$ cat src/rtl/zcm_pkg.sv
package zcm_pkg;

  // Three-state phase level, encoded as a 2-bit two's complement value.
  typedef enum logic [1:0] {
    LVL_ZERO = 2'b00,
    LVL_POS  = 2'b01,
    LVL_NEG  = 2'b11
  } level_e;

  // Strobes from the carrier control to the datapath.
  typedef struct packed {
    logic peak;   // carrier at its top value this cycle
  } carStrobe_t;

  // Gate pattern for one leg; bit 3 is the upper outer switch.
  function automatic logic [3:0] gatePattern(level_e lvl);
    case (lvl)
      LVL_POS: return 4'b1100;
      LVL_NEG: return 4'b0011;
      default: return 4'b0110;
    endcase
  endfunction

  // Level of a phase from its own comparison bit and the next phase's bit.
  function automatic level_e levelOf(logic selfBit, logic nextBit);
    if (selfBit && !nextBit) return LVL_POS;
    if (!selfBit && nextBit) return LVL_NEG;
    return LVL_ZERO;
  endfunction

endpackage

$ cat src/rtl/zcm_carrier_ctrl.sv
module zcm_carrier_ctrl
  import zcm_pkg::*;
#(
  parameter int CNT_W = 10
) (
  input  logic             clk,
  input  logic             rstN,
  input  logic [CNT_W-1:0] halfPeriod,
  output logic [CNT_W-1:0] carrier,
  output logic [CNT_W-1:0] halfCur,
  output carStrobe_t       strobe
);

  localparam logic [CNT_W-1:0] ONE = CNT_W'(1);

  logic             dirUp;
  logic             atPeak;
  logic [CNT_W-1:0] halfReq;

  // A zero request would stall the counter; the smallest usable value is 1.
  assign halfReq     = (halfPeriod == '0) ? ONE : halfPeriod;
  assign atPeak      = dirUp && (carrier >= halfCur);
  assign strobe.peak = atPeak;

  always_ff @(posedge clk or negedge rstN) begin
    if (!rstN) begin
      carrier <= '0;
      dirUp   <= 1'b1;
      halfCur <= ONE;
    end else if (atPeak) begin
      halfCur <= halfReq;
      carrier <= carrier - ONE;
      dirUp   <= (carrier == ONE);
    end else if (dirUp) begin
      carrier <= carrier + ONE;
    end else if (carrier == '0) begin
      carrier <= ONE;
      dirUp   <= 1'b1;
    end else begin
      carrier <= carrier - ONE;
      dirUp   <= (carrier == ONE);
    end
  end

endmodule

$ cat src/rtl/zcm_datapath.sv
module zcm_datapath
  import zcm_pkg::*;
#(
  parameter int REF_W = 12,
  parameter int CNT_W = 10
) (
  input  logic               clk,
  input  logic               rstN,
  input  carStrobe_t         strobe,
  input  logic [CNT_W-1:0]   carrier,
  input  logic [CNT_W-1:0]   halfCur,
  input  logic [3*REF_W-1:0] refBus,
  output logic [5:0]         lvlBus,
  output logic [11:0]        gateBus
);

  localparam int NPH    = 3;
  localparam int PROD_W = REF_W + CNT_W;
  localparam int EXT_W  = REF_W + 2;

  logic signed [REF_W-1:0] refHeld [NPH];
  logic signed [REF_W-1:0] refMax;
  logic signed [REF_W-1:0] refMin;
  logic signed [REF_W:0]   refSum;
  logic signed [REF_W:0]   refHalf;
  logic signed [REF_W:0]   zeroSeq;
  logic [CNT_W-1:0]        thr [NPH];
  logic [NPH-1:0]          cmpBit;

  // References are held from one carrier peak to the next.
  always_ff @(posedge clk or negedge rstN) begin
    if (!rstN) begin
      for (int i = 0; i < NPH; i++) refHeld[i] <= '0;
    end else if (strobe.peak) begin
      for (int i = 0; i < NPH; i++) refHeld[i] <= refBus[i*REF_W +: REF_W];
    end
  end

  // Zero-sequence offset: minus half the sum of the extreme references.
  always_comb begin
    refMax = refHeld[0];
    refMin = refHeld[0];
    for (int i = 1; i < NPH; i++) begin
      if (refHeld[i] > refMax) refMax = refHeld[i];
      if (refHeld[i] < refMin) refMin = refHeld[i];
    end
  end

  assign refSum  = {refMax[REF_W-1], refMax} + {refMin[REF_W-1], refMin};
  assign refHalf = refSum >>> 1;
  assign zeroSeq = -refHalf;

  for (genvar i = 0; i < NPH; i++) begin : g_phase
    logic [EXT_W-1:0]  adj;
    logic [REF_W-1:0]  sat;
    logic [REF_W-1:0]  offs;
    logic [PROD_W-1:0] prod;
    logic              inRange;

    assign adj = {{2{refHeld[i][REF_W-1]}}, refHeld[i]}
               + {zeroSeq[REF_W], zeroSeq};
    // In range when the top three bits agree.
    assign inRange = (adj[EXT_W-1:REF_W-1] == '0) || (adj[EXT_W-1:REF_W-1] == '1);
    assign sat = inRange          ? adj[REF_W-1:0] :
                 adj[EXT_W-1]     ? {1'b1, {(REF_W-1){1'b0}}} :
                                    {1'b0, {(REF_W-1){1'b1}}};
    // Offset binary: adding half scale flips the sign bit.
    assign offs = {~sat[REF_W-1], sat[REF_W-2:0]};
    assign prod = PROD_W'(offs) * PROD_W'(halfCur);
    assign thr[i] = prod[PROD_W-1:REF_W];
  end

  always_ff @(posedge clk or negedge rstN) begin
    if (!rstN) begin
      cmpBit <= '0;
    end else begin
      for (int i = 0; i < NPH; i++) cmpBit[i] <= (carrier < thr[i]);
    end
  end

  for (genvar i = 0; i < NPH; i++) begin : g_out
    localparam int NXT = (i + 1) % NPH;
    level_e lvl;
    assign lvl              = levelOf(cmpBit[i], cmpBit[NXT]);
    assign lvlBus[2*i +: 2] = lvl;
    assign gateBus[4*i +: 4] = gatePattern(lvl);
  end

endmodule

$ cat src/rtl/zcm_modulator.sv
module zcm_modulator
  import zcm_pkg::*;
#(
  parameter int REF_W = 12,
  parameter int CNT_W = 10
) (
  input  logic                    clk,
  input  logic                    rstN,
  input  logic signed [REF_W-1:0] refA,
  input  logic signed [REF_W-1:0] refB,
  input  logic signed [REF_W-1:0] refC,
  input  logic [CNT_W-1:0]        halfPeriod,
  output logic [1:0]              lvlA,
  output logic [1:0]              lvlB,
  output logic [1:0]              lvlC,
  output logic [11:0]             gates,
  output logic                    periodSync
);

  carStrobe_t       strobe;
  logic [CNT_W-1:0] carrier;
  logic [CNT_W-1:0] halfCur;
  logic [5:0]       lvlBus;

  zcm_carrier_ctrl #(.CNT_W(CNT_W)) u_ctrl (
    .clk        (clk),
    .rstN       (rstN),
    .halfPeriod (halfPeriod),
    .carrier    (carrier),
    .halfCur    (halfCur),
    .strobe     (strobe)
  );

  zcm_datapath #(.REF_W(REF_W), .CNT_W(CNT_W)) u_dp (
    .clk     (clk),
    .rstN    (rstN),
    .strobe  (strobe),
    .carrier (carrier),
    .halfCur (halfCur),
    .refBus  ({refC, refB, refA}),
    .lvlBus  (lvlBus),
    .gateBus (gates)
  );

  assign lvlA       = lvlBus[1:0];
  assign lvlB       = lvlBus[3:2];
  assign lvlC       = lvlBus[5:4];
  assign periodSync = strobe.peak;

endmodule

$ cat config.mk
export PLATFORM = sky130hd
export DESIGN_NAME = zcm_modulator
export DESIGN_NICKNAME = d
export VERILOG_FILES = /design/src/rtl/zcm_pkg.sv /design/src/rtl/zcm_carrier_ctrl.sv /design/src/rtl/zcm_datapath.sv /design/src/rtl/zcm_modulator.sv
export SDC_FILE = /design/constraint.sdc
export NUM_CORES = 1
export LEC_CHECK = 0
export ABC_CLOCK_PERIOD_IN_PS = 33700
export BUFFER_PORTS_ARGS = -buffer_cell sky130_fd_sc_hd__buf_2
export CAP_MARGIN = 20
export CORE_AREA = 4 4 131 259
export DETAILED_ROUTE_END_ITERATION = 8
export DIE_AREA = 0 0 135 263
export PLACE_DENSITY = 0.77
export SETUP_SLACK_MARGIN = 0.3
export SYNTH_ARGS = -nofsm -noshare
export SYNTH_HDL_FRONTEND = slang
export SYNTH_HIERARCHICAL = 1
export SYNTH_SLANG_ARGS = --single-unit
$ cat constraint.sdc
create_clock -name clk -period 33.7 [get_ports clk]
set_clock_uncertainty 0.15 [all_clocks]
set_input_delay 10.11 -clock clk [delete_from_list [all_inputs] [get_ports clk]]
set_output_delay 10.11 -clock clk [all_outputs]
set_load 0.005 [all_outputs]
## Yosys cells after proc, flatten, opt, wreduce, memory -nomap -nowiden

Cells that the tools add are included.

| word-level totals | value |
|---|---|
| register bits | 60 |
| bits in latches | 0 |
| RAM bits | 0 |
| bits in read-only memories | 0 |
| bits of input ports | 48 |
| logic and storage cells | 97 |
| memories | 0 |

| operators by class | value |
|---|---|
| add/sub/neg operators | 7 |
| multipliers | 3 |
| divide/modulo/power cells | 0 |
| order comparisons | 8 |
| equal/unequal tests | 10 |
| shift operators | 0 |
| muxes and demuxes | 41 |
| bitwise gates (word level) | 3 |
| reductions and logical operators | 18 |

Operators by type and width:

| kind | count |
|---|---|
| $mux 12 | 10 |
| $mul 12x10->22 | 3 |
| $add 12x13->14 | 3 |
| $mux 10 | 4 |
| $lt 10x10->1 | 3 |
| $gt 12x12->1 | 2 |
| $lt 12x12->1 | 2 |
| $mux 2 | 12 |
| $pmux 4 s2 | 3 |
| $logic_not 10->1 | 2 |
| $add 12x12->13 | 1 |
| $neg 12->13 | 1 |
| $mux 1 | 12 |
| $add 10x1->10 const B | 1 |
| $eq 10x1->1 const B | 1 |
| $ge 10x10->1 | 1 |
| $sub 10x1->10 const B | 1 |
| $eq 3x3->1 const B | 3 |
| $logic_not 3->1 | 3 |
| $logic_and 1x1->1 | 7 |
| $eq 2x1->1 const B | 3 |
| $eq 2x2->1 const B | 3 |
| $logic_not 1->1 | 3 |
| $logic_or 1x1->1 | 3 |
| $not 1->1 | 3 |

## Depth between registers and ports, before layout

Gate-level depths: netlist of the first run.

| depth | value |
|---|---|
| depth after elaboration | 13 |
| gate-level depth with buffers | 75 |
| mapped depth without buffers | 70 |

## By module

Netlist of the first run, hierarchy kept.

By module, submodules not included:

| module | instances | cells each | area each (µm²) | sequential area each (µm²) |
|---|---|---|---|---|
| zcm_datapath | 1 | 2037 | 17406.7 | 975.9 |
| zcm_carrier_ctrl | 1 | 165 | 1604.0 | 528.0 |

## Worst setup path after synthesis of the first run

Ideal clock, no wire load.

| path | value |
|---|---|
| path kind | register -> register |
| start point | register u_dp/refHeld[35] (netlist name) |
| end point | register u_dp.cmpBit[1] |
| setup time | 0.078 ns |
| arrival time | 14.515 ns |
| setup slack | 18.957 ns |
| stages on the path, launching flop included | 73 |
| clock period less this slack | 14.743 ns |
| cells stage by stage | dfrtp_1 > inv_1 > ha_1 > buf_6 > nand4_1 > a311oi_2 > a211oi_2 > mux2i_1 > buf_1 > mux2i_1 > ha_1 > a21o_1 > a211o_1 > inv_1 > nand2_1 > o2111a_1 > o21ai_0 > clkbuf_1 > (+37 left out) > nand3_1 > o21ai_0 > a21oi_1 > or3_1 > o32ai_1 > o21ai_1 > a21o_1 > nand2_1 > xnor2_1 > ha_1 > nor2b_1 > o21ai_0 > nand2b_1 > a21oi_1 > nand2_1 > or3b_2 > nand4_1 > o2bb2ai_1 |

| between the ends | value |
|---|---|
| longest elaborated chain between the ends | 13 |

Ends and longest elaborated chain:

| element | RTL line | RTL |
|---|---|---|
| start: declaration | zcm_datapath.sv:21 | `logic signed [REF_W-1:0] refHeld [NPH];` |
| $gt 12x12->1 or $lt 12x12->1 (tied branches) | zcm_datapath.sv:44, zcm_datapath.sv:45 |  |
| $mux 12, on equally long branches | zcm_datapath.sv:44, zcm_datapath.sv:45 |  |
| $gt 12x12->1 or $lt 12x12->1 (tied branches) | zcm_datapath.sv:44, zcm_datapath.sv:45 |  |
| $mux 12, on equally long branches | zcm_datapath.sv:44, zcm_datapath.sv:45 |  |
| $add 12x12->13 (*) | zcm_datapath.sv:49 | `assign refSum = {refMax[REF_W-1], refMax} + {refMin[REF_W-1], refMin};` |
| $neg 12->13 (*) | zcm_datapath.sv:51 | `assign zeroSeq = -refHalf;` |
| $add 12x13->14 (*) | zcm_datapath.sv:61 | `+ {zeroSeq[REF_W], zeroSeq};` |
| $eq 3x3->1 or $logic_not 3->1 (tied branches) | zcm_datapath.sv:63 | `assign inRange = (adj[EXT_W-1:REF_W-1] == '0) \|\| (adj[EXT_W-1:REF_W-1] == '1);` |
| $logic_or 1x1->1 | zcm_datapath.sv:63 |  |
| $mux 12 (*) | zcm_datapath.sv:64 | `assign sat = inRange ? adj[REF_W-1:0] :` |
| $not 1->1 | zcm_datapath.sv:68 | `assign offs = {~sat[REF_W-1], sat[REF_W-2:0]};` |
| $mul 12x10->22 (*) | zcm_datapath.sv:69 | `assign prod = PROD_W'(offs) * PROD_W'(halfCur);` |
| $lt 10x10->1 (*) | zcm_datapath.sv:77 | `for (int i = 0; i < NPH; i++) cmpBit[i] <= (carrier < thr[i]);` |
| end signal: assignment | zcm_datapath.sv:75 | `cmpBit <= '0;` |
| end: declaration | zcm_datapath.sv:28 | `logic [NPH-1:0] cmpBit;` |

Every way passes the cells marked *; elsewhere a longest branch is shown, timed or not.
A chain may end at the register's enable or synchronous reset.

## Worst setup path in the final report of the first run

Ends and elaborated chain as after synthesis.

==> run summary, run 1 <==
=================================================================================
Run status                                                           complete, no violations
Worst hold path cell count                                                      2
Pre-CTS setup slack                                                      15.74 ns
Synthesis-to-layout area growth                                            5.489%
Capture endpoint of the worst hold path                              u_dp/refHeld[26]$_DFFE_PN0P_
Post-CTS Repair Setup Buffers                                                   0
Fin nets                                                                     2816
Mapped cell area                                                       19010 um^2
Highest net fanout along the worst path                                        25
Clock buffer count from CTS                                                     9
Hold_ws                                                                 0.4953 ns
Routed via count divided by cell count                                      6.050
Aggregate negative setup slack                                               0 ns
Arrival time of the worst setup path                                     18.13 ns
Number of endpoints failing setup at the final stage                            0
Die outline area                                                       35510 um^2
Worst min-delay path category                                             reg2reg
Cell chosen for the clock root                                       sky130_fd_sc_hd__clkbuf_16
Post-route fraction of the period consumed by the critical path            53.57%
Total Routed Length                                                      54420 um
# rows                                                                         93
Worst Slack Setup Final                                                  15.65 ns
Final critical path time including I/O delays and setup                  18.05 ns
Clock transition at the registers of the reported paths                   0.06 ns
Final Slew Violations                                                           0
Sequential element share of the synthesized area                           7.911%
Most used DFF post-synth                                             sky130_fd_sc_hd__dfrtp_1
Fmax achieved                                                         0.05539 GHz
Nature of the critical path endpoint                                    flip-flop
Congestion Overflow GR                                                          0
Initial antenna violation count                                                 1
Synth Area per Inst                                                    8.633 um^2
R2r worst-path depth                                                           64
CTS sink cnt                                                                   60
Number of enable flip-flop cells after synthesis                                0
Non-filler cells in the finished layout                                      2662
Slew HR                                                                    27.56%
Maximum single-stage delay on the critical path                           0.88 ns
Clock latency of the later-clocked register in the worst-skew pair        0.35 ns
Worst-margin pin slew                                                    1.087 ns
Launch point of the worst reg-to-reg path                            u_dp/refHeld[35]$_DFFE_PN0P_
Drc violations                                                                  0
Hold Crit Start                                                      u_dp/refHeld[26]$_DFFE_PN0P_
Placeable core region                                                  32000 um^2
Maximum buffer depth of the clock tree                                          2
Number of hold buffers added after cts                                          0
Post-synthesis instance total                                                2202
Number of library cell types mapped by synthesis                               92
Clock tree from TritonCTS                                                     yes
Register-to-Register Setup Slack                                         15.65 ns
Antenna cell count                                                              0
Crit Path Category                                                        reg2reg
Number of iterations in the first detailed-routing pass                         5
Reg-to-reg critical path endpoint                                    u_dp/cmpBit[1]$_DFF_PN0_
Ys async rst share                                                         100.0%
Critical Path RT                                                         33.78 ns
Number of hold violations in the final report                                   0
MaxCap Viol Count                                                               0
Y dimension of the die                                                     263 um
Post-cts gate resize count                                                      0
Placer's final routability congestion estimate                              1.036
Maximum number of pins on one net before global-route repair                   63
Post-Syn Nets                                                                2788
Placed wire-length estimate                                              44150 um
Starting DRT DRC Count                                                        858
Via Count                                                                   16110
Port Buf Inserts                                                               66
Fraction of layout instances using a drive strength above 1                7.830%
Critical Path Start Type                                                flip-flop
Most prevalent standard cell on the critical path                    sky130_fd_sc_hd__a21oi_1
DR WL/cell                                                               20.44 um
H-tree depth                                                                    3
Placed Cells incl. Taps                                                      2645
Flip-flop and latch count after synthesis                                      60
Slowest stage cell on the critical path                              sky130_fd_sc_hd__a21oi_1
Count of pins on the block boundary                                            67
Global-route wire length before repair                                   88050 um
Overall Global Routing Usage                                               31.36%
Starting utilization of the core area                                      59.41%
RSZ-0062 raised after global routing                                        false
Die Width                                                                  135 um
Ys Warns                                                                        6
Via count of the first global-routing pass                                  17470
Antenna Nets Post-Route                                                         0
=================================================================================
-- cells by family after synthesis --
family	share of synthesized area, %
AO/OA/AOI/OAI	13.25
XOR/XNOR	3.778
adder cells (fa/ha/maj)	44.69
buffers and inverters	7.654
flip-flops	7.911
multiplexers	3.370
AND/OR/NAND/NOR	19.35
-- through the flow --
stage	util, %	cell area (um^2)
3_5_place_dp	61.67	19740
6_report	62.67	20050
3_3_place_gp	61.66	19730
5_1_grt	62.67	20050
2_1_floorplan	-	19010
4_1_cts	62.65	20050
-- cell type report --
| cell class | instances | area (um^2) |
|---|---|---|
| Tap cell | 427 | 534.3 |
| Multi-Input combinational cell | 1766 | 16050 |
| Clock inverter | 5 | 58.81 |
| Inverter | 301 | 1130 |
| Sequential cell | 60 | 1504 |
| Fill cell | 2787 | 11950 |
| Timing Repair Buffer | 92 | 523.0 |
| Clock buffer | 11 | 252.7 |
-- cells in the final DEF (no fill, tap or decap), types with 14 or more instances in the layout --
cell,Yosys,final
sky130_fd_sc_hd__nor2b_1,16,16
sky130_fd_sc_hd__o21ai_0,81,80
sky130_fd_sc_hd__a21oi_1,114,114
sky130_fd_sc_hd__nor2_1,80,80
sky130_fd_sc_hd__and2_1,198,198
sky130_fd_sc_hd__nand4_1,22,22
sky130_fd_sc_hd__dfrtp_1,58,58
sky130_fd_sc_hd__a21o_1,47,47
sky130_fd_sc_hd__xor2_1,34,34
sky130_fd_sc_hd__buf_4,3,25
sky130_fd_sc_hd__and3_1,18,18
sky130_fd_sc_hd__buf_2,5,67
sky130_fd_sc_hd__xnor2_1,48,48
sky130_fd_sc_hd__mux2i_1,34,34
sky130_fd_sc_hd__ha_1,303,303
sky130_fd_sc_hd__nor3_1,32,32
sky130_fd_sc_hd__mux2_2,16,16
sky130_fd_sc_hd__nand3_1,14,14
sky130_fd_sc_hd__fa_1,235,235
sky130_fd_sc_hd__nand2_1,243,243
sky130_fd_sc_hd__inv_1,301,301
sky130_fd_sc_hd__o21a_1,28,28
sky130_fd_sc_hd__nand2b_1,20,20
-- critical path, delay by kind of cell, from the launching register on --
family | cells | cell delay [ns]
compound gates | 25 | 6.55
fa+ha+maj | 11 | 4.68
simple gates | 18 | 4.26
xor+xnor | 2 | 0.73
buf+inv | 7 | 0.63
mux | 1 | 0.47
flops | 1 | 0.44
-- cells in the mapped netlist (4+ instances only) --
| library cell | instances | area, um^2 |
|---|---|---|
| sky130_fd_sc_hd__a21oi_1 | 114 | 570.6 |
| sky130_fd_sc_hd__nor4_1 | 5 | 31.28 |
| sky130_fd_sc_hd__o21ai_0 | 81 | 405.4 |
| sky130_fd_sc_hd__mux2_4 | 8 | 120.1 |
| sky130_fd_sc_hd__mux2i_1 | 34 | 340.3 |
| sky130_fd_sc_hd__and3_1 | 18 | 112.6 |
| sky130_fd_sc_hd__o211ai_1 | 6 | 45.04 |
| sky130_fd_sc_hd__nor3b_1 | 6 | 45.04 |
| sky130_fd_sc_hd__o21ai_1 | 6 | 30.03 |
| sky130_fd_sc_hd__xor2_1 | 34 | 297.8 |
| sky130_fd_sc_hd__nor2_1 | 80 | 300.3 |
| sky130_fd_sc_hd__o31a_1 | 4 | 35.03 |
| sky130_fd_sc_hd__nand3b_1 | 6 | 45.04 |
| sky130_fd_sc_hd__mux2_2 | 16 | 180.2 |
| sky130_fd_sc_hd__dfrtp_1 | 58 | 1451 |
| sky130_fd_sc_hd__a211oi_1 | 8 | 60.06 |
| sky130_fd_sc_hd__a21oi_2 | 4 | 35.03 |
| sky130_fd_sc_hd__buf_2 | 5 | 25.02 |
| sky130_fd_sc_hd__nand3_1 | 14 | 70.07 |
| sky130_fd_sc_hd__a31oi_1 | 4 | 25.02 |
| sky130_fd_sc_hd__a311o_1 | 4 | 40.04 |
| sky130_fd_sc_hd__fa_1 | 235 | 4705 |
| sky130_fd_sc_hd__nor3_1 | 32 | 160.2 |
| sky130_fd_sc_hd__a221o_1 | 4 | 40.04 |
| sky130_fd_sc_hd__nand2b_1 | 20 | 125.1 |
| sky130_fd_sc_hd__nor2b_1 | 16 | 100.1 |
| sky130_fd_sc_hd__and2_1 | 198 | 1239 |
| sky130_fd_sc_hd__or2_2 | 11 | 68.82 |
| sky130_fd_sc_hd__ha_1 | 303 | 3791 |
| sky130_fd_sc_hd__xnor2_1 | 48 | 420.4 |
| sky130_fd_sc_hd__or3_1 | 8 | 50.05 |
| sky130_fd_sc_hd__clkbuf_1 | 61 | 229.0 |
| sky130_fd_sc_hd__nand2_1 | 243 | 912.1 |
| sky130_fd_sc_hd__inv_1 | 301 | 1130 |
| sky130_fd_sc_hd__a21o_1 | 47 | 352.8 |
| sky130_fd_sc_hd__a311oi_1 | 4 | 35.03 |
| sky130_fd_sc_hd__o21bai_1 | 11 | 82.58 |
| sky130_fd_sc_hd__o21a_1 | 28 | 210.2 |
| sky130_fd_sc_hd__o31ai_1 | 8 | 60.06 |
| sky130_fd_sc_hd__nand4_1 | 22 | 137.6 |
| sky130_fd_sc_hd__a211o_1 | 4 | 35.03 |
-- flip-flops by register name, indices dropped and copies added (netlist names) --
| name | flops |
|---|---|
| u_dp/refHeld | 36 |
| u_ctrl/carrier | 10 |
| u_ctrl/halfCur | 10 |
| u_dp/cmpBit | 3 |
| u_ctrl/dirUp | 1 |
-- per-layer routing --
layer	vias up	routed length (um)	GRT usage, %
met5	-	0	0
met4	0	4765	23.18
met3	238	2029	2.753
met2	595	29070	57.89
met1	7903	18560	32.10
li1	7369	-	-
-- how the worst max path moves through the flow --
stage,slack [ns],endpoint,depth (start not counted),from
floorplan,18.96,u_dp/cmpBit[1]$_DFF_PN0_,72,u_dp/refHeld[35]$_DFFE_PN0P_
global placement,15.84,u_dp/cmpBit[1]$_DFF_PN0_,62,u_dp/refHeld[23]$_DFFE_PN0P_
detailed placement,15.74,u_dp/cmpBit[1]$_DFF_PN0_,65,u_dp/refHeld[35]$_DFFE_PN0P_
CTS,15.68,u_dp/cmpBit[1]$_DFF_PN0_,65,u_dp/refHeld[35]$_DFFE_PN0P_
global route,14.82,u_dp/cmpBit[1]$_DFF_PN0_,65,u_dp/refHeld[35]$_DFFE_PN0P_
finish,15.65,u_dp/cmpBit[1]$_DFF_PN0_,64,u_dp/refHeld[35]$_DFFE_PN0P_
Power of run 1 is not shown: default switching activity piles up to over one toggle a cycle in this logic, so the estimate is an artifact.
==> run 2, diff against run 1 <==
--- a/config.mk
+++ b/config.mk
@@ -5,7 +5,8 @@
 export SDC_FILE = /design/constraint.sdc
 export NUM_CORES = 1
 export LEC_CHECK = 0
-export ABC_CLOCK_PERIOD_IN_PS = 33700
+export ABC_AREA = 1
+export ABC_CLOCK_PERIOD_IN_PS = 17400
 export BUFFER_PORTS_ARGS = -buffer_cell sky130_fd_sc_hd__buf_2
 export CAP_MARGIN = 20
 export CORE_AREA = 4 4 131 259
==> constraint.sdc (replaced) <==
create_clock -name clk -period 17.4 [get_ports clk]
set_clock_uncertainty 0.15 [all_clocks]
set_input_delay 5.22 -clock clk [delete_from_list [all_inputs] [get_ports clk]]
set_output_delay 5.22 -clock clk [all_outputs]
set_load 0.005 [all_outputs]
==> run 2 against run 1 <==
Fmax grew 11%. Via count grew 8.6%. Routed wire length grew 11%. Global-route usage increased by 3.2 points. Critical endpoint is now u_dp/cmpBit[0]$_DFF_PN0_.
==> run summary, run 2 <==
=================================================================================
Run status                                                           complete, no violations
Starting DRT DRC Count                                                        978
Post-synthesis instance total                                                2517
H-tree depth                                                                    3
RSZ-0062 raised after global routing                                        false
Most used DFF post-synth                                             sky130_fd_sc_hd__dfrtp_1
Congestion Overflow GR                                                          0
Slew HR                                                                    26.79%
Static power due to leakage                                              11.71 nW
Number of hold buffers added after cts                                          0
Number of endpoints failing setup at the final stage                            0
CTS sink cnt                                                                   60
Fraction of layout instances using a drive strength above 1                8.099%
Synthesis-to-layout area growth                                            5.327%
Overall Global Routing Usage                                               34.57%
Final Slew Violations                                                           0
Most common cell after layout, fill and taps aside                   sky130_fd_sc_hd__nand2_1
Port Buf Inserts                                                               66
Worst setup path startpoint                                          u_dp/refHeld[23]$_DFFE_PN0P_
Worst Slack Setup Final                                                  1.188 ns
Reg-to-reg critical path endpoint                                    u_dp/cmpBit[0]$_DFF_PN0_
Sequential element share of the synthesized area                           7.954%
Peak supply drop                                                       0.05806 mV
Registers with the most flip-flops                                   u_dp/refHeld (36), u_ctrl/carrier (10), u_ctrl/halfCur (10)
Hold Crit Start                                                      u_ctrl/carrier[0]$_DFF_PN0_
Worst hold path cell count                                                      1
Clock tree from TritonCTS                                                     yes
Flip-flop and latch count after synthesis                                      60
# rows                                                                         93
Most frequent cell after synthesis                                   sky130_fd_sc_hd__nand2_1
Placeable core region                                                  32000 um^2
Clock buffer count from CTS                                                     9
Area contributors post-synth                                         sky130_fd_sc_hd__fa_1 (25%), sky130_fd_sc_hd__ha_1 (20%), sky130_fd_sc_hd__nand2_1 (11%)
Number of iterations in the first detailed-routing pass                         5
Worst-margin pin slew                                                    1.097 ns
Top library cells by usage in the layout, fill and taps aside        sky130_fd_sc_hd__nand2_1 (576), sky130_fd_sc_hd__inv_1 (412), sky130_fd_sc_hd__ha_1 (303), sky130_fd_sc_hd__nor2_1 (269), sky130_fd_sc_hd__fa_1 (235)
Routed via count divided by cell count                                      5.864
Number of enable flip-flop cells after synthesis                                0
Post-Syn Nets                                                                3103
Mapped cell area                                                       18910 um^2
Worst min-delay path category                                             reg2reg
Register-to-Register Setup Slack                                          1.19 ns
Max FFs per register                                                           36
Antenna Nets Post-Route                                                         0
Post-synth top cells                                                 sky130_fd_sc_hd__nand2_1 (576), sky130_fd_sc_hd__inv_1 (413), sky130_fd_sc_hd__ha_1 (303)
DR WL/cell                                                               20.19 um
Final critical path time including I/O delays and setup                  16.21 ns
Most prevalent standard cell on the critical path                    sky130_fd_sc_hd__nand2_1
Global-route wire length before repair                                   94610 um
Crit Path Category                                                        reg2reg
Y dimension of the die                                                     263 um
Maximum buffer depth of the clock tree                                          2
Placed wire-length estimate                                              49570 um
Antenna cell count                                                              0
Maximum number of pins on one net before global-route repair                   61
Maximum single-stage delay on the critical path                           0.69 ns
Nature of the critical path endpoint                                    flip-flop
Filler Cell Count                                                            2888
Highest net fanout along the worst path                                        23
Die Width                                                                  135 um
Drc violations                                                                  0
Cell chosen for the clock root                                       sky130_fd_sc_hd__clkbuf_16
Number of hold violations in the final report                                   0
Placer's final routability congestion estimate                              1.040
Starting utilization of the core area                                      59.09%
Register name with the most flops                                    u_dp/refHeld
Post-route fraction of the period consumed by the critical path            93.18%
Total Routed Length                                                      60240 um
Top-area cell type share of the netlist area                               24.88%
Fin nets                                                                     3137
Fmax achieved                                                         0.06168 GHz
Die outline area                                                       35510 um^2
Launch point of the worst reg-to-reg path                            u_dp/refHeld[23]$_DFFE_PN0P_
Clock transition at the registers of the reported paths                   0.06 ns
R2r worst-path depth                                                           74
Via count of the first global-routing pass                                  18870
Flip-flop and latch area                                                1504 um^2
Aggregate negative setup slack                                               0 ns
Critical Path Start Type                                                flip-flop
Ys async rst share                                                         100.0%
Post-CTS Repair Setup Buffers                                                   0
Initial antenna violation count                                                 1
Clock latency of the later-clocked register in the worst-skew pair        0.38 ns
Arrival time of the worst setup path                                     16.31 ns
Synth Area per Inst                                                    7.512 um^2
Critical Path RT                                                         17.50 ns
Number of library cell types mapped by synthesis                               56
Via Count                                                                   17490
MaxCap Viol Count                                                               0
Count of pins on the block boundary                                            67
Area leader, netlist                                                 sky130_fd_sc_hd__fa_1
Pre-CTS setup slack                                                      1.299 ns
Power per Cell Area                                                  17.33 nW/um^2
Area of the multi-input gates                                          15520 um^2
Slowest stage cell on the critical path                              sky130_fd_sc_hd__nand2_1
Ys Warns                                                                        6
Capture endpoint of the worst hold path                              u_ctrl/carrier[0]$_DFF_PN0_
=================================================================================
[run 2: cell type report]
type / instances / area share [%]
clock buffer: 9 / 1.131
inverter: 422 / 7.979
timing repair buffer: 81 / 2.325
sequential: 60 / 7.552
tap: 427 / 2.683
clock inverter: 7 / 0.3770
multi-input combinational: 1977 / 77.95
[run 2: critical path, delay by kind of cell (launching register included)]
family                   cells  cell delay (ns)
flip-flops                   1             0.49
XOR/XNOR                     1             0.15
buffers and inverters       10             1.27
adder cells (fa/ha/maj)     11             4.77
AO/OA/AOI/OAI               19             3.89
AND/OR/NAND/NOR             33             5.31
[run 2: through the flow]
stage | cell area [um^2] | utilization [%] | total power, mW | std cells | hold slack (ns)
detailed placement | 19580 | 61.20 | 0.1519 | 2966 | 0.4065
floorplan | 18910 | - | 0.1428 | 2517 | 0.3186
finish | 19910 | 62.23 | 0.3451 | 2983 | 0.4246
global placement | 19580 | 61.20 | 0.1519 | 2966 | 0.3853
global route | 19910 | 62.23 | 0.3546 | 2983 | 0.4652
CTS | 19880 | 62.13 | 0.3479 | 2982 | 0.4160
[run 2: how the worst max path moves through the flow]
| stage | end |
|---|---|
| after floorplan | u_dp/cmpBit[0]$_DFF_PN0_ |
| after detailed placement | u_dp/cmpBit[0]$_DFF_PN0_ |
| after global placement | u_dp/cmpBit[0]$_DFF_PN0_ |
| after global routing | u_dp/cmpBit[0]$_DFF_PN0_ |
| final | u_dp/cmpBit[0]$_DFF_PN0_ |
| after CTS | u_dp/cmpBit[0]$_DFF_PN0_ |
[run 2: layer usage]
layer / routed length (um) / global-route usage, % / vias to the layer above
li1: - / - / 8001
met1: 17850 / 30.66 / 8305
met2: 31770 / 63.38 / 803
met3: 3578 / 5.774 / 381
met4: 7028 / 32.89 / 2
met5: 13 / 0 / -
[run 2: where the power goes]
part,switching [mW],internal [mW]
sequential,0,0.140
clock,0.0843,0.112
combinational,0.00561,0.00403
total,0.0899,0.255
[run 2: kinds of logic (layout without fill, tap and decap cells)]
logic type               Yosys count  count (layout)  synth area share [%]
AO/OA/AOI/OAI                    316             316                 9.615
XOR/XNOR                          77              77                 3.607
adder cells (fa/ha/maj)          538             538                 44.93
buffers and inverters            480             519                 9.960
flip-flops                        60              60                 7.954
multiplexers                      19              19                 1.132
AND/OR/NAND/NOR                 1027            1027                 22.80
[run 2: timing repair]
action,4_1_cts,5_1_grt
endpoints found under the setup margin,0,1
hold endpoints to repair,0,0
gates resized for setup,0,1
No activity file was read; power rests on OpenSTA's default activity.
==> run 3, diff against run 2 <==
--- a/config.mk
+++ b/config.mk
@@ -9,9 +9,9 @@
 export ABC_CLOCK_PERIOD_IN_PS = 17400
 export BUFFER_PORTS_ARGS = -buffer_cell sky130_fd_sc_hd__buf_2
 export CAP_MARGIN = 20
-export CORE_AREA = 4 4 131 259
+export CORE_AREA = 4 4 164 206
 export DETAILED_ROUTE_END_ITERATION = 8
-export DIE_AREA = 0 0 135 263
+export DIE_AREA = 0 0 168 210
 export PLACE_DENSITY = 0.77
 export SETUP_SLACK_MARGIN = 0.3
 export SYNTH_ARGS = -nofsm -noshare
==> constraint.sdc (replaced) <==
create_clock -name clk -period 17.4 [get_ports clk]
set_clock_uncertainty 0.15 [all_clocks]
set_input_delay 5.22 -clock clk [delete_from_list [all_inputs] [get_ports clk]]
set_output_delay 5.22 -clock clk [all_outputs]
set_load 0.01 [all_outputs]
==> run 3 against run 2 <==
Count of clock-buffer cells in the layout is 2 higher. Routed wire length fell by 12%. Core utilization is 0.35 points higher. Via count is 3.0% lower. Critical path depth grew 2. Hold slack improved by 0.0023 ns. Fmax is 7.9% higher. Total power is 7.3% lower. Flip-flop and latch count did not move. Worst setup slack gained 1.2 ns. Clock power decreased by 13%. Non-clock buffer count fell by 2. Critical path type unchanged.
==> run summary, run 3 (same netlist as run 2, synthesis figures left out) <==
=================================================================================
Worst path buffer plus inverter count                                           9
End-of-flow core utilization                                               62.58%
Most common cell after layout, fill and taps aside                   sky130_fd_sc_hd__nand2_1
Reg-to-reg critical path endpoint                                    u_dp/cmpBit[0]$_DFF_PN0_
Critical Path RT                                                         17.50 ns
Pre-CTS setup slack                                                      2.649 ns
Nature of the critical path endpoint                                    flip-flop
Post-cts gate resize count                                                      0
Die outline area                                                       35280 um^2
Antenna Nets Post-Route                                                         0
Drc violations                                                                  0
Die Width                                                                  168 um
MaxCap Viol Count                                                               0
RSZ-0062 raised after global routing                                        false
Cell chosen for the clock root                                       sky130_fd_sc_hd__clkbuf_16
Clock latency of the later-clocked register in the worst-skew pair        0.34 ns
Register name with the most flops                                    u_dp/refHeld
Final Slew Violations                                                           0
Peak supply drop                                                       0.05604 mV
Fin nets                                                                     3135
Non-filler cells in the finished layout                                      2966
Worst-margin pin slew                                                    1.066 ns
Slowest stage cell on the critical path                              sky130_fd_sc_hd__o21ai_1
Number of hold buffers added after cts                                          0
Starting DRT DRC Count                                                       1153
DR WL/cell                                                               17.91 um
Antenna cell count                                                              0
Maximum single-stage delay on the critical path                           0.80 ns
Area of the multi-input gates                                          15520 um^2
Power per Cell Area                                                  16.12 nW/um^2
Worst min-delay path category                                             reg2reg
Worst Slack Setup Final                                                  2.369 ns
Final critical path time including I/O delays and setup                  15.03 ns
Maximum number of pins on one net before global-route repair                   61
Overall power                                                           0.3197 mW
Routed via count divided by cell count                                      5.722
Placed standard-cell area                                              19560 um^2
R2r worst-path depth                                                           76
Placer's final routability congestion estimate                              1.003
Number of iterations in the first detailed-routing pass                         7
Hold_ws                                                                 0.4269 ns
Post-CTS Repair Setup Buffers                                                   0
Via Count                                                                   16970
Y dimension of the die                                                     210 um
Capture endpoint of the worst hold path                              u_ctrl/carrier[0]$_DFF_PN0_
Synthesis-to-layout area growth                                            4.910%
Clock buffer count from CTS                                                     9
Registers with the most flip-flops                                   u_dp/refHeld (36), u_ctrl/carrier (10), u_ctrl/halfCur (10)
H-tree depth                                                                    3
Aggregate negative setup slack                                               0 ns
Cell family with the largest share of critical-path delay             adder cells
Overall Global Routing Usage                                               30.37%
Placed wire-length estimate                                              43930 um
Starting utilization of the core area                                      59.65%
Highest net fanout along the worst path                                        23
Fmax achieved                                                         0.06653 GHz
Launch point of the worst reg-to-reg path                            u_dp/refHeld[35]$_DFFE_PN0P_
Congestion Overflow GR                                                          0
Post-Layout Inst Area                                                  19840 um^2
Arrival time of the worst setup path                                     15.13 ns
Worst hold path cell count                                                      1
# rows                                                                         73
Max FFs per register                                                           36
Top library cells by usage in the layout, fill and taps aside        sky130_fd_sc_hd__nand2_1 (576), sky130_fd_sc_hd__inv_1 (412), sky130_fd_sc_hd__ha_1 (303), sky130_fd_sc_hd__nor2_1 (269), sky130_fd_sc_hd__fa_1 (235)
Critical Path Start Type                                                flip-flop
Clock tree from TritonCTS                                                     yes
Global-route wire length before repair                                   86780 um
Fraction of layout instances using a drive strength above 1                7.909%
Number of hold violations in the final report                                   0
Crit Path Category                                                        reg2reg
Number of endpoints failing setup at the final stage                            0
Initial antenna violation count                                                 0
Run status                                                           complete, no violations
Via count of the first global-routing pass                                  17520
Most prevalent standard cell on the critical path                    sky130_fd_sc_hd__nand2_1
Hold Crit Start                                                      u_ctrl/carrier[0]$_DFF_PN0_
Count of pins on the block boundary                                            67
Port Buf Inserts                                                               66
Filler Cell Count                                                            2803
Post-route fraction of the period consumed by the critical path            86.38%
CTS sink cnt                                                                   60
Flip-flop and latch area                                                1504 um^2
Static power due to leakage                                              11.67 nW
Slew HR                                                                    28.88%
Placed Cells incl. Taps                                                      2950
Total Routed Length                                                      53120 um
Maximum buffer depth of the clock tree                                          2
Placeable core region                                                  31690 um^2
Clock transition at the registers of the reported paths                   0.06 ns
Register-to-Register Setup Slack                                          2.37 ns
=================================================================================
## run 3: cell type report
class,instances,share of cell area [%]
timing repair buffer,79,2.157
clock inverter,5,0.1829
sequential,60,7.582
tap,412,2.599
clock buffer,11,1.224
multi-input combinational,1977,78.24
inverter,422,8.011
## run 3: worst max-delay path by stage
stage	from	endpoint	slack, ns	depth (start not counted)
after detailed placement	u_dp/refHeld[35]$_DFFE_PN0P_	u_dp/cmpBit[0]$_DFF_PN0_	2.65	75
final	u_dp/refHeld[35]$_DFFE_PN0P_	u_dp/cmpBit[0]$_DFF_PN0_	2.37	76
after global placement	u_dp/refHeld[19]$_DFFE_PN0P_	u_dp/cmpBit[0]$_DFF_PN0_	2.76	72
after floorplan	u_dp/refHeld[35]$_DFFE_PN0P_	u_dp/cmpBit[0]$_DFF_PN0_	5.52	77
after global routing	u_dp/refHeld[35]$_DFFE_PN0P_	u_dp/cmpBit[0]$_DFF_PN0_	0.87	76
after CTS	u_dp/refHeld[35]$_DFFE_PN0P_	u_dp/cmpBit[0]$_DFF_PN0_	2.53	76
## run 3: power by group
part           switching, mW  leakage, nW  internal (mW)
clock                 0.0704        0.128          0.100
combinational        0.00519         10.9        0.00405
sequential                 0        0.666          0.140
total                 0.0756         11.7          0.244
## run 3: worst reg2reg max path, delay by kind of cell (launching register included)
kind                     cells  cell delay, ns
buffers and inverters        9            1.08
flip-flops                   1            0.42
XOR/XNOR                     1            0.20
AND/OR/NAND/NOR             32            4.43
adder cells (fa/ha/maj)     11            4.55
AO/OA/AOI/OAI               23            4.07
## run 3: per-layer routing
metal	global-route usage (%)	wire length (um)	part of all wire (%)	vias to the layer above
met3	4.183	3429	6.5	180
met4	16.94	3618	6.8	0
met2	53.66	26110	49	688
met5	0	0	0	-
met1	35.47	19970	38	8096
li1	-	-	-	8006
